--- src/rtl/gpio_port_pkg.sv ---
package gpio_port_pkg;

    // Byte offsets of the registers held in this block
    localparam int OFF_DIR  = 'h00;
    localparam int OFF_ODE  = 'h04;
    localparam int OFF_DATA = 'h08;
    // Window owned by the interrupt block: accepted, no storage here
    localparam int OFF_IRQ_FIRST = 'h0C;
    localparam int OFF_IRQ_LAST  = 'h18;

    typedef enum logic [2:0] {
        SEL_NONE,
        SEL_DIR,
        SEL_ODE,
        SEL_DATA,
        SEL_IRQ
    } reg_sel_e;

    // Control bundle for one pad
    typedef struct packed {
        logic drive;
        logic enable;
        logic opendrain;
    } pad_ctl_t;

    // Pad rule: push-pull drives the data level while an output; open-drain
    // only pulls low, and only while an output with data 0.
    function automatic pad_ctl_t pad_rule(input logic dir, input logic ode, input logic dat);
        pad_ctl_t p;
        p.opendrain = ode;
        if (ode) begin
            p.drive  = 1'b0;
            p.enable = dir & ~dat;
        end else begin
            p.drive  = dat;
            p.enable = dir;
        end
        return p;
    endfunction

    // Register bit position that belongs to a given pin
    function automatic int reg_bit(input int pin, input int npins);
        return npins - 1 - pin;
    endfunction

endpackage

--- src/rtl/gpio_addr_dec.sv ---
module gpio_addr_dec
    import gpio_port_pkg::*;
#(
    parameter int ADDR_W = 8
) (
    input  logic [ADDR_W-1:0] addr,
    output reg_sel_e          sel
);

    logic aligned;
    int   byte_off;

    assign aligned  = (addr[1:0] == 2'b00);
    assign byte_off = int'(addr);

    always_comb begin
        sel = SEL_NONE;
        if (aligned) begin
            if (byte_off == OFF_DIR) begin
                sel = SEL_DIR;
            end else if (byte_off == OFF_ODE) begin
                sel = SEL_ODE;
            end else if (byte_off == OFF_DATA) begin
                sel = SEL_DATA;
            end else if (byte_off >= OFF_IRQ_FIRST && byte_off <= OFF_IRQ_LAST) begin
                sel = SEL_IRQ;
            end
        end
    end

endmodule

--- src/rtl/gpio_cfg_regs.sv ---
module gpio_cfg_regs
    import gpio_port_pkg::*;
#(
    parameter int               NPINS  = 32,
    parameter logic [NPINS-1:0] RO_REG = '0
) (
    input  logic             clk,
    input  logic             rst,
    input  logic             wr_en,
    input  reg_sel_e         sel,
    input  logic [NPINS-1:0] wdata,
    output logic [NPINS-1:0] dir_q,
    output logic [NPINS-1:0] ode_q,
    output logic [NPINS-1:0] dat_q
);

    // Mask of direction bits that software may set
    localparam logic [NPINS-1:0] DIR_WRITABLE = ~RO_REG;

    always_ff @(posedge clk) begin
        if (rst) begin
            dir_q <= '0;
            ode_q <= '0;
            dat_q <= '0;
        end else if (wr_en) begin
            case (sel)
                SEL_DIR:  dir_q <= wdata & DIR_WRITABLE;
                SEL_ODE:  ode_q <= wdata;
                SEL_DATA: dat_q <= wdata;
                default:  ;
            endcase
        end
    end

endmodule

--- src/rtl/gpio_in_sync.sv ---
module gpio_in_sync #(
    parameter int W      = 32,
    parameter int STAGES = 2
) (
    input  logic         clk,
    input  logic         rst,
    input  logic [W-1:0] d,
    output logic [W-1:0] q
);

    logic [W-1:0] stg [STAGES];

    always_ff @(posedge clk) begin
        if (rst) begin
            for (int s = 0; s < STAGES; s++) begin
                stg[s] <= '0;
            end
        end else begin
            stg[0] <= d;
            for (int s = 1; s < STAGES; s++) begin
                stg[s] <= stg[s-1];
            end
        end
    end

    assign q = stg[STAGES-1];

endmodule

--- src/rtl/gpio_pad_drive.sv ---
module gpio_pad_drive
    import gpio_port_pkg::*;
#(
    parameter int NPINS = 32
) (
    input  logic [NPINS-1:0] dir_q,
    input  logic [NPINS-1:0] ode_q,
    input  logic [NPINS-1:0] dat_q,
    output logic [NPINS-1:0] pad_out,
    output logic [NPINS-1:0] pad_oe,
    output logic [NPINS-1:0] pad_od
);

    // Registers are held in bus order (pin 0 at the MSB); pads use pin order.
    for (genvar n = 0; n < NPINS; n++) begin : g_pin
        localparam int RB = reg_bit(n, NPINS);
        pad_ctl_t ctl;
        assign ctl        = pad_rule(dir_q[RB], ode_q[RB], dat_q[RB]);
        assign pad_out[n] = ctl.drive;
        assign pad_oe[n]  = ctl.enable;
        assign pad_od[n]  = ctl.opendrain;
    end

endmodule

--- src/rtl/gpio_rd_mux.sv ---
module gpio_rd_mux
    import gpio_port_pkg::*;
#(
    parameter int NPINS = 32
) (
    input  logic             clk,
    input  logic             rst,
    input  reg_sel_e         sel,
    input  logic [NPINS-1:0] dir_q,
    input  logic [NPINS-1:0] ode_q,
    input  logic [NPINS-1:0] dat_q,
    input  logic [NPINS-1:0] pin_reg,
    output logic [NPINS-1:0] rdata
);

    logic [NPINS-1:0] merged;
    logic [NPINS-1:0] rd_next;

    // Output pins report the latched value, input pins the synchronised level
    assign merged = (pin_reg & ~dir_q) | (dat_q & dir_q);

    always_comb begin
        case (sel)
            SEL_DIR:  rd_next = dir_q;
            SEL_ODE:  rd_next = ode_q;
            SEL_DATA: rd_next = merged;
            default:  rd_next = '0;
        endcase
    end

    always_ff @(posedge clk) begin
        if (rst) begin
            rdata <= '0;
        end else begin
            rdata <= rd_next;
        end
    end

endmodule

--- src/rtl/gpio_port_regs.sv ---
module gpio_port_regs
    import gpio_port_pkg::*;
#(
    parameter int               NPINS      = 32,
    parameter int               ADDR_W     = 8,
    parameter int               SYNC_DEPTH = 2,
    parameter logic [NPINS-1:0] INPUT_ONLY = 32'hF000_0000
) (
    input  logic              clk,
    input  logic              rst,
    input  logic              bus_wr_en,
    input  logic [ADDR_W-1:0] bus_addr,
    input  logic [NPINS-1:0]  bus_wdata,
    output logic [NPINS-1:0]  bus_rdata,
    input  logic [NPINS-1:0]  pin_in,
    output logic [NPINS-1:0]  pad_out,
    output logic [NPINS-1:0]  pad_oe,
    output logic [NPINS-1:0]  pad_od
);

    function automatic logic [NPINS-1:0] pin_to_reg(input logic [NPINS-1:0] v);
        logic [NPINS-1:0] r;
        for (int i = 0; i < NPINS; i++) begin
            r[reg_bit(i, NPINS)] = v[i];
        end
        return r;
    endfunction

    // Input-only pin list translated into register bit order
    localparam logic [NPINS-1:0] RO_REG = pin_to_reg(INPUT_ONLY);

    reg_sel_e         sel;
    logic [NPINS-1:0] dir_q;
    logic [NPINS-1:0] ode_q;
    logic [NPINS-1:0] dat_q;
    logic [NPINS-1:0] pin_sync;
    logic [NPINS-1:0] pin_reg;

    gpio_addr_dec #(
        .ADDR_W (ADDR_W)
    ) u_dec (
        .addr (bus_addr),
        .sel  (sel)
    );

    gpio_cfg_regs #(
        .NPINS  (NPINS),
        .RO_REG (RO_REG)
    ) u_regs (
        .clk   (clk),
        .rst   (rst),
        .wr_en (bus_wr_en),
        .sel   (sel),
        .wdata (bus_wdata),
        .dir_q (dir_q),
        .ode_q (ode_q),
        .dat_q (dat_q)
    );

    gpio_in_sync #(
        .W      (NPINS),
        .STAGES (SYNC_DEPTH)
    ) u_sync (
        .clk (clk),
        .rst (rst),
        .d   (pin_in),
        .q   (pin_sync)
    );

    for (genvar n = 0; n < NPINS; n++) begin : g_in_map
        assign pin_reg[reg_bit(n, NPINS)] = pin_sync[n];
    end

    gpio_pad_drive #(
        .NPINS (NPINS)
    ) u_pads (
        .dir_q   (dir_q),
        .ode_q   (ode_q),
        .dat_q   (dat_q),
        .pad_out (pad_out),
        .pad_oe  (pad_oe),
        .pad_od  (pad_od)
    );

    gpio_rd_mux #(
        .NPINS (NPINS)
    ) u_rd (
        .clk     (clk),
        .rst     (rst),
        .sel     (sel),
        .dir_q   (dir_q),
        .ode_q   (ode_q),
        .dat_q   (dat_q),
        .pin_reg (pin_reg),
        .rdata   (bus_rdata)
    );

endmodule

--- config.mk ---
export PLATFORM = sky130hd
export DESIGN_NAME = gpio_port_regs
export DESIGN_NICKNAME = d
export VERILOG_FILES = /design/src/rtl/gpio_port_pkg.sv /design/src/rtl/gpio_addr_dec.sv /design/src/rtl/gpio_cfg_regs.sv /design/src/rtl/gpio_in_sync.sv /design/src/rtl/gpio_pad_drive.sv /design/src/rtl/gpio_rd_mux.sv /design/src/rtl/gpio_port_regs.sv
export SDC_FILE = /design/constraint.sdc
export NUM_CORES = 1
export LEC_CHECK = 0
export ABC_AREA = 1
export BUFFER_PORTS_ARGS = -buffer_cell sky130_fd_sc_hd__clkbuf_2
export CORE_MARGIN = 3
export CORE_UTILIZATION = 45
export CTS_BUF_LIST = sky130_fd_sc_hd__clkbuf_4 sky130_fd_sc_hd__clkbuf_8
export DETAILED_ROUTE_END_ITERATION = 12
export MAX_ROUTING_LAYER = met4
export PLACE_DENSITY = 0.71
export SLEW_MARGIN = 10
export SYNTH_ARGS = -nofsm -noshare
export SYNTH_HDL_FRONTEND = slang
export SYNTH_SLANG_ARGS = --single-unit
--- constraint.sdc ---
create_clock -name clk -period 1.3 [get_ports clk]
set_input_delay 0 -clock clk [delete_from_list [all_inputs] [get_ports clk]]
set_output_delay 0 -clock clk [all_outputs]
set_load 0.005 [all_outputs]
==> results.py, run 1 <==
metrics = {
    "clock_network": {
        "cts_root_buffer": "clkbuf_8",
        "cts_tree": "built",
        "clockBufferDepth": 2,
        "clk_latency_ns": 0.46,
        "cts_setup_buffers": 0,
        "cts_buffers": 17,
        "h-tree-depth": 4,
        "cts.clk_slew.worst_paths_ns": 0.11,
        "cts_sinks": 188,
    },
    "sta": {
        "holdWs_ns": 0.0447,
        "fmax_mhz": 811,
        "finalSetupViolCount": 0,
        "hold_viol_final": 0,
        "fin_crit_sh_pct": 94.8,
        "fin_crit_ns": 1.23,
        "finalClockSkew_ns": 0.0146,
        "fin_setup_tns_ns": 0,
        "slew_violations": 0,
        "rsz0062_at_grt": "no",
    },
    "logic_synthesis": {
        "synth_cell_type_count": 23,
        "yosysTopAreaCell": "dfxtp_1",
        "synthTopCellsByCount": "264 x nor2_1, 190 x nand2_1, 188 x dfxtp_1",
        "netlist_area_um2": 8030,
        "synth.top_cell.area_share_pct": 46.8,
        "postSynthCellCount": 1170,
        "ys_ff_latch": 188,
        "synth_ff_type": "dfxtp_1",
        "synth_edf_count": 0,
        "synth-seq-area-share_pct": 46.8,
        "avgSynthCellArea_um2": 6.87,
        "ys_async_sr_fraction_pct": 0,
        "ys.warnings.count": 0,
        "synth_area_leaders": "dfxtp_1 47%, nor2_1 12%, nand3_1 11%",
        "synth_most_common_cell": "nor2_1",
    },
    "pwr": {
        "p_seq_share_pct": 53.4,
        "switching_share_pct": 23.4,
        "power_density_nw_per_um2": 1050,
        "p_leak_nw": 5.14,
        "p_sw_mw": 2.58,
        "ir_drop_uv": 589,
        "p_int_mw": 8.45,
        "pwr-share-comb_pct": 7.3,
        "power_frac_clock_pct": 39.3,
    },
    "grt": {
        "grt_pass1_wl_um": 34700,
        "overflow": 0,
        "antenna_found_initial": 0,
        "grt_pass1_vias": 7082,
        "gr-usage-all-layers_pct": 22.3,
        "grt_start_max_net_pins": 67,
    },
    "critical_path": {
        "start_kind": "flip-flop",
        "critPathArrivalTime_ns": 1.23,
        "critical_path_class": "flip-flop to output port",
        "cpLargestDelayFamily": "flip-flops",
        "path_cells": "a21boi_1, clkbuf_2",
        "crit_fanout": 5,
        "path_buf_inv": 1,
        "cp_slowest_stage_delay_ns": 0.40,
        "worstPathRequired_ns": 1.30,
        "worstSetupEndpointType": "output port",
        "slowest_stage": "dfxtp_1",
    },
    "floorplan": {
        "start_util_pct": 46.3,
        "row_count": 48,
        "die_area_um2": 19500,
        "die_h_um": 140,
        "boundaryPins": 203,
        "coreArea_um2": 17400,
        "dieWidth_um": 140,
    },
    "finish": {
        "antenna_cells": 0,
        "layout.nets": 1488,
        "fillers": 1565,
        "syn_to_final_growth_pct": 30.3,
        "drive_gt1_share_pct": 19.7,
        "final_util_pct": 60.3,
        "layout.cells.non_filler": 1651,
    },
    "route": {
        "drtIter0Drc": 545,
        "avgViaCountPerCell": 4.75,
        "route.detailed.drc": 0,
        "wl_per_cell_um": 12.9,
        "drtPass1Iterations": 6,
        "dr_total_vias": 7844,
        "wl_um": 21300,
        "ant_nets": 0,
    },
    "worst_hold_path": {
        "hold_path.class": "input port to flip-flop",
    },
    "placed_design": {
        "placement.io_buffers": 198,
        "place_congestion": 0.798,
        "dp.cells": 1555,
        "dp_hpwl_um": 13900,
    },
    "run": {
        "maxCapViolCount": 0,
    },
    "run_status": {
        "status": "complete, no violations",
    },
}
-- area by class of cell --
| cell class | count | area [µm²] | area share [%] |
|---|---|---|---|
| sequential | 188 | 3770 | 36.0 |
| tap | 225 | 282 | 2.69 |
| clock inverter | 12 | 185 | 1.77 |
| clock buffer | 20 | 269 | 2.57 |
| multi-input combinational | 729 | 3240 | 30.9 |
| inverter | 190 | 716 | 6.84 |
| timing repair buffer | 287 | 2010 | 19.2 |
-- metal layers --
layer	global-route usage (%)	wire length (µm)	vias to the layer above
li1	-	-	4024
met4	5.35	246	0
met1	28.6	9770	3541
met5	-	0	-
met2	36.7	10100	254
met3	4.12	1230	25
-- metrics by stage --
stage | instance area (µm²) | setup slack [ns] | power (mW)
2_1_floorplan | 8050 | 0.369 | 6.40
3_3_place_gp | 9360 | 0.0930 | 6.66
3_5_place_dp | 9360 | 0.0728 | 6.67
4_1_cts | 10500 | 0.0249 | 11.1
5_1_grt | 10500 | 0.000999 | 11.5
6_report | 10500 | 0.0676 | 11.0
-- worst reg2reg max path, delay by kind of cell (launching register included) --
family / cells / cell delay (ns)
and+or+nand+nor: 3 / 0.22
buffers and inverters: 1 / 0.10
AOI/OAI and AO/OA: 1 / 0.18
DFF: 1 / 0.39
-- timing repair --
action | in CTS | in global routing
cloned | 0 | 0
hold buffers | 64 | 0
endpoints found under the hold margin | 124 | 0
resized for setup | 5 | 14
endpoints found under the setup margin | 5 | 14
-- kinds of logic after synthesis --
family | share of synthesized area (%)
AOI/OAI and AO/OA | 6.34
buffers and inverters | 13.1
DFF | 46.8
other | 0.0467
and+or+nand+nor | 33.7
-- placed cells by master, fill, tap and decap left out, types with 11 or more instances in the layout --
master,netlist,routed
nor2_1,264,264
clkbuf_2,0,196
clkbuf_8,0,19
dfxtp_1,188,183
a21oi_1,33,31
o21ai_0,25,25
buf_4,12,11
buf_12,0,15
nand2_1,190,190
a21boi_0,25,14
inv_1,185,185
nand3_1,171,171
dlygate4sd3_1,0,64
-- registers in the layout, indices dropped and copies added, names as in the netlist --
register	cells
u_regs.dat_q	32
u_sync.stg	64
u_regs.ode_q	32
u_regs.dir_q	28
u_rd.rdata	32
-- power by group through the flow --
stage	Sequential [mW]	Clock (mW)	Combinational, mW
3_5_place_dp	6.02	0	0.650
5_1_grt	5.90	4.66	0.898
4_1_cts	5.88	4.44	0.800
2_1_floorplan	6.01	0	0.395
3_3_place_gp	6.02	0	0.645
6_report	5.88	4.34	0.805
-- path summary, 6_finish.rpt --
kind / from / endpoint / slack, ns / cells past startpoint
max: u_regs.dir_q[17] / pad_oe[14] / 0.07 / 2
min: rst / u_sync.stg[0][61] / 0.04 / 3
max reg2reg: u_regs.dat_q[14] / u_rd.rdata[14] / 0.35 / 5
min reg2reg: u_sync.stg[0][27] / u_sync.stg[0][59] / 0.40 / 2
Power figures use the tool's default switching activity.
==> run 2, diff against run 1 <==
--- a/config.mk
+++ b/config.mk
@@ -6,7 +6,7 @@
 export NUM_CORES = 1
 export LEC_CHECK = 0
 export ABC_AREA = 1
-export BUFFER_PORTS_ARGS = -buffer_cell sky130_fd_sc_hd__clkbuf_2
+export BUFFER_PORTS_ARGS = -buffer_cell sky130_fd_sc_hd__buf_2
 export CORE_MARGIN = 3
 export CORE_UTILIZATION = 45
 export CTS_BUF_LIST = sky130_fd_sc_hd__clkbuf_4 sky130_fd_sc_hd__clkbuf_8
==> run 2 against run 1 <==
First-iteration DRC count shrank 16%. Wire length grew 1.3%. Combinational power is essentially flat. Sequential share of layout area grew 0.083 points. Design area shrank 0.13%. Maximum frequency shrank 1.6%. Worst hold slack lost 0.0060 ns. Power shrank 0.59%. Critical endpoint is now pad_oe[5].
==> results.py, run 2 (synthesis results as in run 1) <==
metrics = {
    "sta": {
        "finalSetupViolCount": 0,
        "hold_viol_final": 0,
        "fin_setup_tns_ns": 0,
        "worst_slack_ns": 0.0474,
        "fin_crit_sh_pct": 96.4,
        "rsz0062_at_grt": "no",
        "finalClockSkew_ns": 0.0135,
        "fmax_mhz": 798,
        "slew_violations": 0,
        "fin_crit_ns": 1.25,
    },
    "route": {
        "ant_nets": 0,
        "route.detailed.drc": 0,
        "drtIter0Drc": 460,
        "dr_total_vias": 7864,
        "avgViaCountPerCell": 4.76,
        "drtPass1Iterations": 5,
        "wl_um": 21600,
        "wl_per_cell_um": 13.1,
    },
    "critical_path": {
        "crit_fanout": 5,
        "path_cells": "a21boi_0, buf_2",
        "cp_slowest_stage_delay_ns": 0.40,
        "worstSetupEndpointType": "output port",
        "reg2reg_depth": 5,
        "critPathArrivalTime_ns": 1.25,
        "r2r-end": "u_rd.rdata[31]",
        "rrSetupSlack_ns": 0.36,
        "r2r-start": "u_regs.dir_q[31]",
        "critical_path_class": "flip-flop to output port",
        "worstPathRequired_ns": 1.30,
        "start_kind": "flip-flop",
        "slowest_stage": "dfxtp_1",
    },
    "clock_network": {
        "cts.clk_slew.worst_paths_ns": 0.10,
        "clockBufferDepth": 2,
        "cts_root_buffer": "clkbuf_8",
        "cts_buffers": 17,
        "cts_sinks": 188,
        "clk_latency_ns": 0.47,
        "h-tree-depth": 4,
        "cts_tree": "built",
    },
    "pwr": {
        "ir_drop_uv": 772,
        "p_leak_nw": 5.25,
        "switching_share_pct": 23.0,
        "power_mw": 11.0,
        "p_seq_share_pct": 53.7,
        "power_density_nw_per_um2": 1050,
        "p_int_mw": 8.44,
        "pwr-share-comb_pct": 7.3,
        "power_frac_clock_pct": 39.0,
        "p_sw_mw": 2.52,
    },
    "grt": {
        "gr-usage-all-layers_pct": 22.8,
        "grt_start_max_net_pins": 74,
        "overflow": 0,
        "antenna_found_initial": 0,
        "grt_pass1_wl_um": 35300,
        "grt_pass1_vias": 7264,
    },
    "floorplan": {
        "die_area_um2": 19500,
        "coreArea_um2": 17400,
        "dieWidth_um": 140,
        "row_count": 48,
        "start_util_pct": 46.3,
        "boundaryPins": 203,
        "die_h_um": 140,
    },
    "finish": {
        "top_register": "u_sync.stg",
        "layout.nets": 1490,
        "most-common-layout-cells": "264 x nor2_1, 197 x buf_2, 190 x nand2_1",
        "final_util_pct": 60.2,
        "final_common_cell": "nor2_1",
        "drive_gt1_share_pct": 19.8,
        "largest_reg_flops": 64,
        "syn_to_final_growth_pct": 30.2,
        "postLayoutCellArea_um2": 10500,
    },
    "run_status": {
        "status": "complete, no violations",
    },
    "worst_hold_path": {
        "whs_endpoint": "u_rd.rdata[2]",
        "hold_path.class": "input port to flip-flop",
        "hp-start": "bus_addr[1]",
        "min_path_cells": 5,
    },
    "placed_design": {
        "dp_hpwl_um": 13900,
        "pre_cts_ws_ns": 0.0365,
        "placement.io_buffers": 198,
        "place_congestion": 0.801,
        "post_dp_cell_area_um2": 9360,
    },
    "run": {
        "maxCapViolCount": 0,
    },
}
## run 2: cell types whose count changed in the layout (fill, tap and decap cells not counted), moves of 2 or more
cell | before | now
a21boi_0 | 14 | 18
a21boi_1 | 10 | 7
buf_2 | 1 | 197
buf_4 | 11 | 14
clkbuf_2 | 196 | 0
clkinv_4 | 2 | 0
dfxtp_1 | 183 | 180
dfxtp_2 | 5 | 8
## run 2: layer usage
metal | up-vias | GRT usage [%] | part of all wire (%)
li1 | 4028 | - | -
met1 | 3521 | 28.1 | 44
met2 | 266 | 37.4 | 48
met3 | 49 | 4.02 | 6.1
met4 | 0 | 8.62 | 2.4
met5 | - | - | 0
## run 2: area by class of cell
cell class	instances	area (µm²)
clock buffer	20	275
sequential	188	3770
inverter	190	716
timing repair buffer	289	2010
tap	225	282
fill	1589	6900
antenna	1	2.50
clock inverter	10	164
multi-input combinational	729	3230
## run 2: worst max path at each step
stage,start,endpoint,slack (ns)
after floorplan,bus_addr[5],u_regs.dir_q[30],0.37
after global placement,bus_addr[5],u_rd.rdata[0],0.07
after detailed placement,bus_addr[5],u_regs.dat_q[24],0.04
after CTS,u_regs.dir_q[27],pad_oe[4],0.002
after global routing,u_regs.dir_q[16],pad_oe[15],0.0006
final,u_regs.dir_q[26],pad_oe[5],0.05
## run 2: through the flow
step	hold slack (ns)	std cells
2_1_floorplan	0.107	1173
3_3_place_gp	0.203	1557
3_5_place_dp	0.207	1557
4_1_cts	0.0216	1651
5_1_grt	0.0346	1651
6_report	0.0387	1652
## run 2: worst max-delay path: cells and delay by family (launching register included)
family | cells | cell delay, ns
AOI/OAI and AO/OA | 1 | 0.22
buffers and inverters | 1 | 0.16
DFF | 1 | 0.40
## run 2: repair_timing
| action | CTS | global route |
|---|---|---|
| hold buffers | 64 | 0 |
| resized for setup | 2 | 14 |
| setup buffers | 0 | 0 |
| endpoints found under the setup margin | 2 | 13 |
| endpoints found under the hold margin | 124 | 0 |
## run 2: power groups by stage
stage	clock, mW	combinational, mW	sequential, mW
finish	4.28	0.802	5.88
global route	4.57	0.900	5.89
CTS	4.35	0.796	5.88
detailed placement	0	0.647	6.02
global placement	0	0.642	6.02
floorplan	0	0.395	6.01
